==> src/rtl/tsw_pkg.sv <==
package tsw_pkg;

  typedef enum logic [3:0] {
    ST_IDLE,
    ST_SAVE_ISSUE,
    ST_SAVE_WAIT,
    ST_RETARGET,
    ST_DESC0_ISSUE,
    ST_DESC0_WAIT,
    ST_DESC1_ISSUE,
    ST_DESC1_WAIT,
    ST_REST_ISSUE,
    ST_REST_WAIT,
    ST_RESUME,
    ST_ABORT
  } tsw_state_e;

  // Fields in a task record: general, segment, flags, ip,
  // (selector, stack pointer) per privilege level, local table sel, page base.
  function automatic int field_count(input int n_gpr, input int n_seg, input int n_priv);
    return n_gpr + n_seg + 2 + 2 * n_priv + 2;
  endfunction

endpackage

==> src/rtl/tsw_offset_rom.sv <==
module tsw_offset_rom #(
  parameter int NUM_FIELDS = 24,
  parameter int ADDR_W     = 32,
  parameter int IDX_W      = 5,
  parameter int WORD_BYTES = 4
) (
  input  logic [IDX_W-1:0]  idx,
  output logic [ADDR_W-1:0] off
);
  localparam int DEPTH = 1 << IDX_W;

  logic [ADDR_W-1:0] table_q [DEPTH];

  for (genvar g = 0; g < DEPTH; g++) begin : g_off
    if (g < NUM_FIELDS) begin : g_used
      assign table_q[g] = ADDR_W'(g * WORD_BYTES);
    end else begin : g_unused
      assign table_q[g] = '0;
    end
  end

  assign off = table_q[idx];

endmodule

==> src/rtl/tsw_desc_check.sv <==
module tsw_desc_check #(
  parameter logic [3:0] TSS_TYPE = 4'h9
) (
  input  logic       present,
  input  logic [3:0] type_code,
  output logic       is_task_rec
);
  assign is_task_rec = present && (type_code == TSS_TYPE);
endmodule

==> src/rtl/tsw_task_reg.sv <==
module tsw_task_reg #(
  parameter int              SEL_W    = 16,
  parameter int              ADDR_W   = 32,
  parameter logic [15:0]     RST_SEL  = 16'h0008,
  parameter logic [31:0]     RST_BASE = 32'h0000_1000
) (
  input  logic              clk,
  input  logic              rst,
  input  logic              load_sel,
  input  logic [SEL_W-1:0]  new_sel,
  input  logic              revert,
  input  logic              commit_base,
  input  logic [ADDR_W-1:0] new_base,
  output logic [SEL_W-1:0]  tr_sel,
  output logic [ADDR_W-1:0] tr_base
);
  logic [SEL_W-1:0] prev_sel;

  always_ff @(posedge clk) begin
    if (rst) begin
      tr_sel   <= SEL_W'(RST_SEL);
      prev_sel <= SEL_W'(RST_SEL);
      tr_base  <= ADDR_W'(RST_BASE);
    end else begin
      if (load_sel) begin
        prev_sel <= tr_sel;
        tr_sel   <= new_sel;
      end else if (revert) begin
        tr_sel <= prev_sel;
      end
      if (commit_base) begin
        tr_base <= new_base;
      end
    end
  end

  // a rejected entry never moves the record base in the same cycle
  assert_no_commit_on_revert_R7: assert property (@(posedge clk) disable iff (rst)
    revert |=> $stable(tr_base));

endmodule

==> src/rtl/task_switch_seq.sv <==
module task_switch_seq
  import tsw_pkg::*;
#(
  parameter int          ADDR_W      = 32,
  parameter int          DATA_W      = 32,
  parameter int          SEL_W       = 16,
  parameter int          NUM_GPR     = 8,
  parameter int          NUM_SEG     = 6,
  parameter int          NUM_PRIV    = 3,
  parameter logic [3:0]  TSS_TYPE    = 4'h9,
  parameter logic [15:0] TR_RST_SEL  = 16'h0008,
  parameter logic [31:0] TR_RST_BASE = 32'h0000_1000,
  localparam int         NUM_FIELDS  = field_count(NUM_GPR, NUM_SEG, NUM_PRIV),
  localparam int         IDX_W       = $clog2(NUM_FIELDS)
) (
  input  logic              clk,
  input  logic              rst,
  input  logic              sw_req,
  input  logic [SEL_W-1:0]  sw_sel,
  input  logic [ADDR_W-1:0] gdt_base,
  output logic              busy,
  output logic              done,
  output logic              fault,
  output logic [SEL_W-1:0]  tr_sel,
  output logic [ADDR_W-1:0] tr_base,
  output logic              mem_req,
  output logic              mem_we,
  output logic [ADDR_W-1:0] mem_addr,
  output logic [DATA_W-1:0] mem_wdata,
  input  logic [DATA_W-1:0] mem_rdata,
  input  logic              mem_ack,
  output logic [IDX_W-1:0]  ctx_rd_idx,
  input  logic [DATA_W-1:0] ctx_rd_data,
  output logic              ctx_wr_en,
  output logic [IDX_W-1:0]  ctx_wr_idx,
  output logic [DATA_W-1:0] ctx_wr_data
);
  localparam logic [IDX_W-1:0] LAST_IDX   = IDX_W'(NUM_FIELDS - 1);
  localparam int               DESC_SHIFT = 3;

  tsw_state_e        state;
  logic [IDX_W-1:0]  cnt;
  logic [SEL_W-1:0]  pend_sel;
  logic [ADDR_W-1:0] desc_base;
  logic [ADDR_W-1:0] field_off;
  logic [ADDR_W-1:0] desc_addr;
  logic              desc_ok;
  logic              load_sel;
  logic              commit_base;
  logic              revert;
  logic              desc1_done;

  // ---------------------------------------------------------------
  // Field offset table and descriptor decode
  // ---------------------------------------------------------------
  tsw_offset_rom #(
    .NUM_FIELDS (NUM_FIELDS),
    .ADDR_W     (ADDR_W),
    .IDX_W      (IDX_W),
    .WORD_BYTES (DATA_W / 8)
  ) u_off (
    .idx (cnt),
    .off (field_off)
  );

  tsw_desc_check #(
    .TSS_TYPE (TSS_TYPE)
  ) u_chk (
    .present     (mem_rdata[7]),
    .type_code   (mem_rdata[3:0]),
    .is_task_rec (desc_ok)
  );

  assign desc_addr = gdt_base
                   + ADDR_W'({pend_sel[SEL_W-1:DESC_SHIFT], {DESC_SHIFT{1'b0}}});

  assign desc1_done  = (state == ST_DESC1_WAIT) && mem_ack;
  assign load_sel    = (state == ST_RETARGET);
  assign commit_base = desc1_done && desc_ok;
  assign revert      = desc1_done && !desc_ok;

  tsw_task_reg #(
    .SEL_W    (SEL_W),
    .ADDR_W   (ADDR_W),
    .RST_SEL  (TR_RST_SEL),
    .RST_BASE (TR_RST_BASE)
  ) u_tr (
    .clk         (clk),
    .rst         (rst),
    .load_sel    (load_sel),
    .new_sel     (pend_sel),
    .revert      (revert),
    .commit_base (commit_base),
    .new_base    (desc_base),
    .tr_sel      (tr_sel),
    .tr_base     (tr_base)
  );

  assign ctx_rd_idx = cnt;

  // ---------------------------------------------------------------
  // Sequencer
  // ---------------------------------------------------------------
  always_ff @(posedge clk) begin
    if (rst) begin
      state       <= ST_IDLE;
      cnt         <= '0;
      pend_sel    <= '0;
      desc_base   <= '0;
      busy        <= 1'b0;
      done        <= 1'b0;
      fault       <= 1'b0;
      mem_req     <= 1'b0;
      mem_we      <= 1'b0;
      mem_addr    <= '0;
      mem_wdata   <= '0;
      ctx_wr_en   <= 1'b0;
      ctx_wr_idx  <= '0;
      ctx_wr_data <= '0;
    end else begin
      done      <= 1'b0;
      fault     <= 1'b0;
      ctx_wr_en <= 1'b0;
      unique case (state)
        ST_IDLE: begin
          if (sw_req) begin
            pend_sel <= sw_sel;
            cnt      <= '0;
            busy     <= 1'b1;
            state    <= ST_SAVE_ISSUE;
          end
        end
        ST_SAVE_ISSUE: begin
          mem_req   <= 1'b1;
          mem_we    <= 1'b1;
          mem_addr  <= tr_base + field_off;
          mem_wdata <= ctx_rd_data;
          state     <= ST_SAVE_WAIT;
        end
        ST_SAVE_WAIT: begin
          if (mem_ack) begin
            mem_req <= 1'b0;
            mem_we  <= 1'b0;
            if (cnt == LAST_IDX) begin
              state <= ST_RETARGET;
            end else begin
              cnt   <= cnt + 1'b1;
              state <= ST_SAVE_ISSUE;
            end
          end
        end
        ST_RETARGET: begin
          state <= ST_DESC0_ISSUE;
        end
        ST_DESC0_ISSUE: begin
          mem_req  <= 1'b1;
          mem_we   <= 1'b0;
          mem_addr <= desc_addr;
          state    <= ST_DESC0_WAIT;
        end
        ST_DESC0_WAIT: begin
          if (mem_ack) begin
            mem_req   <= 1'b0;
            desc_base <= mem_rdata[ADDR_W-1:0];
            state     <= ST_DESC1_ISSUE;
          end
        end
        ST_DESC1_ISSUE: begin
          mem_req  <= 1'b1;
          mem_we   <= 1'b0;
          mem_addr <= desc_addr + ADDR_W'(DATA_W / 8);
          state    <= ST_DESC1_WAIT;
        end
        ST_DESC1_WAIT: begin
          if (mem_ack) begin
            mem_req <= 1'b0;
            cnt     <= '0;
            state   <= desc_ok ? ST_REST_ISSUE : ST_ABORT;
          end
        end
        ST_REST_ISSUE: begin
          mem_req  <= 1'b1;
          mem_we   <= 1'b0;
          mem_addr <= tr_base + field_off;
          state    <= ST_REST_WAIT;
        end
        ST_REST_WAIT: begin
          if (mem_ack) begin
            mem_req     <= 1'b0;
            ctx_wr_en   <= 1'b1;
            ctx_wr_idx  <= cnt;
            ctx_wr_data <= mem_rdata;
            if (cnt == LAST_IDX) begin
              state <= ST_RESUME;
            end else begin
              cnt   <= cnt + 1'b1;
              state <= ST_REST_ISSUE;
            end
          end
        end
        ST_RESUME: begin
          done  <= 1'b1;
          busy  <= 1'b0;
          state <= ST_IDLE;
        end
        ST_ABORT: begin
          fault <= 1'b1;
          busy  <= 1'b0;
          state <= ST_IDLE;
        end
        default: state <= ST_IDLE;
      endcase
    end
  end

  // ---------------------------------------------------------------
  // Assertions
  // ---------------------------------------------------------------
  // a stalled access keeps every request field steady
  assert_stall_hold_R8: assert property (@(posedge clk) disable iff (rst)
    (mem_req && !mem_ack) |=> (mem_req && $stable(mem_addr) && $stable(mem_we)
                               && $stable(mem_wdata)));

  // memory traffic only inside a busy window
  assert_req_in_busy_R6: assert property (@(posedge clk) disable iff (rst)
    mem_req |-> busy);

  // the resume pulse directly follows a register write
  assert_done_after_write_R6: assert property (@(posedge clk) disable iff (rst)
    done |-> $past(ctx_wr_en));

  // completion and abort are exclusive
  assert_end_exclusive_R7: assert property (@(posedge clk) disable iff (rst)
    $onehot0({done, fault}));

  // no register write accompanies an abort
  assert_fault_no_write_R7: assert property (@(posedge clk) disable iff (rst)
    fault |-> !ctx_wr_en && !$past(ctx_wr_en));

  // the descriptor is looked up with the task register already retargeted
  assert_retarget_first_R3: assert property (@(posedge clk) disable iff (rst)
    (state == ST_DESC0_ISSUE) |-> (tr_sel == pend_sel));

endmodule

==> config.mk <==
export PLATFORM = sky130hd
export DESIGN_NAME = task_switch_seq
export DESIGN_NICKNAME = d
export VERILOG_FILES = /design/src/rtl/tsw_pkg.sv /design/src/rtl/tsw_offset_rom.sv /design/src/rtl/tsw_desc_check.sv /design/src/rtl/tsw_task_reg.sv /design/src/rtl/task_switch_seq.sv
export SDC_FILE = /design/constraint.sdc
export NUM_CORES = 1
export LEC_CHECK = 0
export ABC_AREA = 1
export CAP_MARGIN = 25
export CORE_UTILIZATION = 45
export DETAILED_ROUTE_END_ITERATION = 6
export PLACE_DENSITY_LB_ADDON = 0.05
export SLEW_MARGIN = 25
export SYNTH_ARGS = -nofsm -noshare
export SYNTH_HDL_FRONTEND = slang
export SYNTH_SLANG_ARGS = --single-unit
==> constraint.sdc <==
create_clock -name clk -period 4.7 [get_ports clk]
set_input_delay 1.41 -clock clk [delete_from_list [all_inputs] [get_ports clk]]
set_output_delay 1.41 -clock clk [all_outputs]
set_load 0.02 [all_outputs]
==> results.yml <==
global_routing:
  grt_pass1_vias: 11800
  grt_use_met3_pct: 6.50
  use_met1_pct: 37.2
  grt_max_degree: 65
  antenna_found_initial: 1
  grt_util_met2_pct: 44.9
  top_usage_layer: "met2"
  grt_pass1_wl_um: 60900
  grt_usage_pct: 28.0
  grt.overflow.total: 0
timing:
  fmax_ghz: 0.263
  slew_viol_final: 0
  tightest_slew_ns: 0.824
  finalWorstPathRequiredPeriod_ns: 3.80
  hold_viol: 0
  slew_headroom_pct: 45.0
  finalSetupTns_ns: 0
  fin_crit_sh_pct: 80.9
  clock_skew_ns: 0.0250
  rsz0062_at_grt: "false"
  setup_viol: 0
critical_path:
  reg2reg_slack_ns: 1.44
  worst_setup_path_start_kind: "input pin"
  required_ns: 5.13
  critPathCaptureType: "flip-flop"
  max_stage_delay_ns: 0.59
  setup.worst_path.class: "input pin to flip-flop"
  rr_endpoint: "mem_addr[29]"
  r2r_cells: 14
  cp.arrival_ns: 4.23
  cp_slowest_cell: "fa_1"
  crit_path_max_fanout: 4
  worstSetupStartpoint: "gdt_base[3]"
  path_cells: "clkdlybuf4s50_1 > ha_1 > fa_1 > nand3_1 > nor2_1 > nand3_1 > nor2_2 > nand2_2 > nor2_1 > nand2_1 > nor2_2 > nand3_1 > nand3_1 > nand3_1 > nand2_1 > inv_1"
  reg2reg_from: "state[3]"
  cp_common_cell: "nand3_1"
floorplan:
  dieArea_um2: 27200
  pin_count: 276
  die_y_um: 165
  start_util_pct: 45.8
  num_rows: 59
  die_x_um: 165
  core-area_um2: 26100
layout:
  mostFrequentLayoutCells: "nand2_1, clkdlybuf4s50_1, nor2_1"
  mostFrequentLayoutCell: "nand2_1"
  nNetsFinal: 2172
  drive_gt1_share_pct: 8.37
  finish.instance_area_um2: 16000
  syn_to_final_growth_pct: 34.1
  postLayoutCoreUtil_pct: 61.3
  num_antenna_cells: 0
synthesis:
  ys_async_sr_fraction_pct: 0
  netlist_instances: 1791
  yosysWarnings: 0
  syn_nets: 1929
  synth_ff_type: "dfxtp_1"
  syn_area_per_cell_um2: 6.66
  ys_seq_elements: 228
  syn-cell-area_um2: 11900
  synth_edf_count: 0
  synthDistinctLibCells: 54
  ys_seq_area_share_pct: 38.3
clock_network:
  cts_sinks: 228
  cts-root-buf: "clkbuf_16"
  cts_tree: "built"
  numCtsBuffers: 26
  hold_buffers: 0
  cts.repair.resized: 0
  insertion_delay_ns: 0.55
  htreeDepth: 1
  postCtsSetupRepairBufs: 0
  clk_pin_slew_ns: 0.06
  cts_max_path_buffers: 3
drt:
  postRouteAntennaNets: 0
  drt-pass1-iter-count: 7
  via_count: 12800
  totalWireLength_um: 38800
  viasPerCell: 5.34
  wl_per_cell_um: 16.3
  dr.first_iter.drc_count: 949
  drc_errors: 0
min_path:
  holdPathStages: 2
  hp-start: "u_tr.prev_sel[3]"
  min_to: "u_tr.prev_sel[3]"
  hold_class: "flip-flop to flip-flop"
power_and_ir_drop:
  leakage_nw: 6.37
  vdd_drop_max_uv: 386
  power_density_nw_per_um2: 429
placement:
  io_buffers: 275
  place_congestion: 0.926
  post_dp_cell_area_um2: 15000
  place_hpwl_um: 29000
outcome:
  status: "finished clean"
run:
  maxCapViolations: 0
cell usage after synthesis (2+ instances only):
cell type / instances / share of area (%)
xnor2_1: 3 / 0.22
a21oi_1: 137 / 5.8
ha_1: 20 / 2.1
nand3_2: 5 / 0.42
or2_2: 6 / 0.31
nand2_2: 38 / 2.0
o21ai_1: 6 / 0.25
a211oi_1: 3 / 0.19
nand2_1: 372 / 12
o211ai_1: 3 / 0.19
inv_1: 156 / 4.9
nand3_1: 167 / 7.0
a31oi_1: 26 / 1.4
o41ai_1: 2 / 0.15
o22ai_1: 4 / 0.21
nor3_1: 22 / 0.92
clkinv_1: 3 / 0.094
nor2_1: 246 / 7.7
o221ai_1: 2 / 0.15
a41oi_1: 4 / 0.29
inv_2: 11 / 0.35
or3_1: 2 / 0.10
o21ai_0: 156 / 6.5
a21oi_2: 5 / 0.37
nor2_4: 11 / 1.0
dfxtp_1: 228 / 38
buf_1: 6 / 0.19
and2_1: 2 / 0.10
nand2_4: 2 / 0.19
fa_1: 2 / 0.34
a32oi_1: 2 / 0.15
xor2_1: 4 / 0.29
buf_2: 7 / 0.29
nor4_1: 5 / 0.26
clkbuf_1: 67 / 2.1
nor2_2: 16 / 0.84
nand4_1: 16 / 0.84
nand3b_1: 8 / 0.50
final cells by class:
cell class	instances	area, um2
Clock buffer	27	664
Clock inverter	21	344
Multi-Input combinational cell	1312	6410
Fill cell	2445	10100
Sequential cell	228	4560
Inverter	170	638
Tap cell	335	419
Timing Repair Buffer	296	2950
flip-flops by register name (all words and copies together) (netlist names), 4 cells and up:
register	count
ctx_rd_idx	5
ctx_wr_idx	5
ctx_wr_data	32
u_tr.prev_sel	16
state	4
pend_sel	16
u_tr.tr_sel	16
mem_addr	32
mem_wdata	32
desc_base	32
u_tr.tr_base	32
report_power, final:
part	internal, W	switching [W]
logic	0.000824	0.00132
registers	0.00218	0.000173
clock network	0.00148	0.000884
total	0.00449	0.00238
worst max path at each step:
stage          slack [ns]  depth (start not counted)      endpoint
2_1_floorplan        1.17                         15  mem_addr[31]
3_3_place_gp         0.44                         16  mem_addr[31]
3_5_place_dp         0.42                         19  mem_addr[22]
4_1_cts              0.95                         16  mem_addr[31]
5_1_grt              0.59                         16  mem_addr[23]
6_report             0.90                         16  mem_addr[31]
per-layer routing:
layer | up-vias | part of all wire (%)
met5 | - | 0.044
met4 | 2 | 2.9
met3 | 75 | 7.4
met2 | 431 | 45
met1 | 5856 | 44
li1 | 6390 | -
critical path, delay by kind of cell:
| kind | cells | cell delay, ns |
|---|---|---|
| buffers and inverters | 2 | 0.44 |
| adders and majority gates | 2 | 0.85 |
| and+or+nand+nor | 12 | 1.51 |
cells by family (layout without fill, tap and decap cells):
logic type | Yosys count | in the layout | share of synthesized area (%)
compound gates | 359 | 359 | 16.2
xor+xnor | 7 | 7 | 0.514
fa+ha+maj | 22 | 22 | 2.43
buf+inv | 251 | 514 | 8.04
flops | 228 | 228 | 38.3
simple gates | 924 | 924 | 34.5
stage by stage:
stage	total power, W	hold slack [ns]	cells	worst slack, ns
CTS	0.00688	0.453	2388	0.950
finish	0.00686	0.449	2389	0.899
floorplan	0.00361	0.420	1791	1.17
detailed placement	0.00451	0.437	2340	0.419
global placement	0.00450	0.435	2339	0.436
global route	0.00720	0.474	2389	0.591
Note: power is estimated with default switching activity, not from simulation.
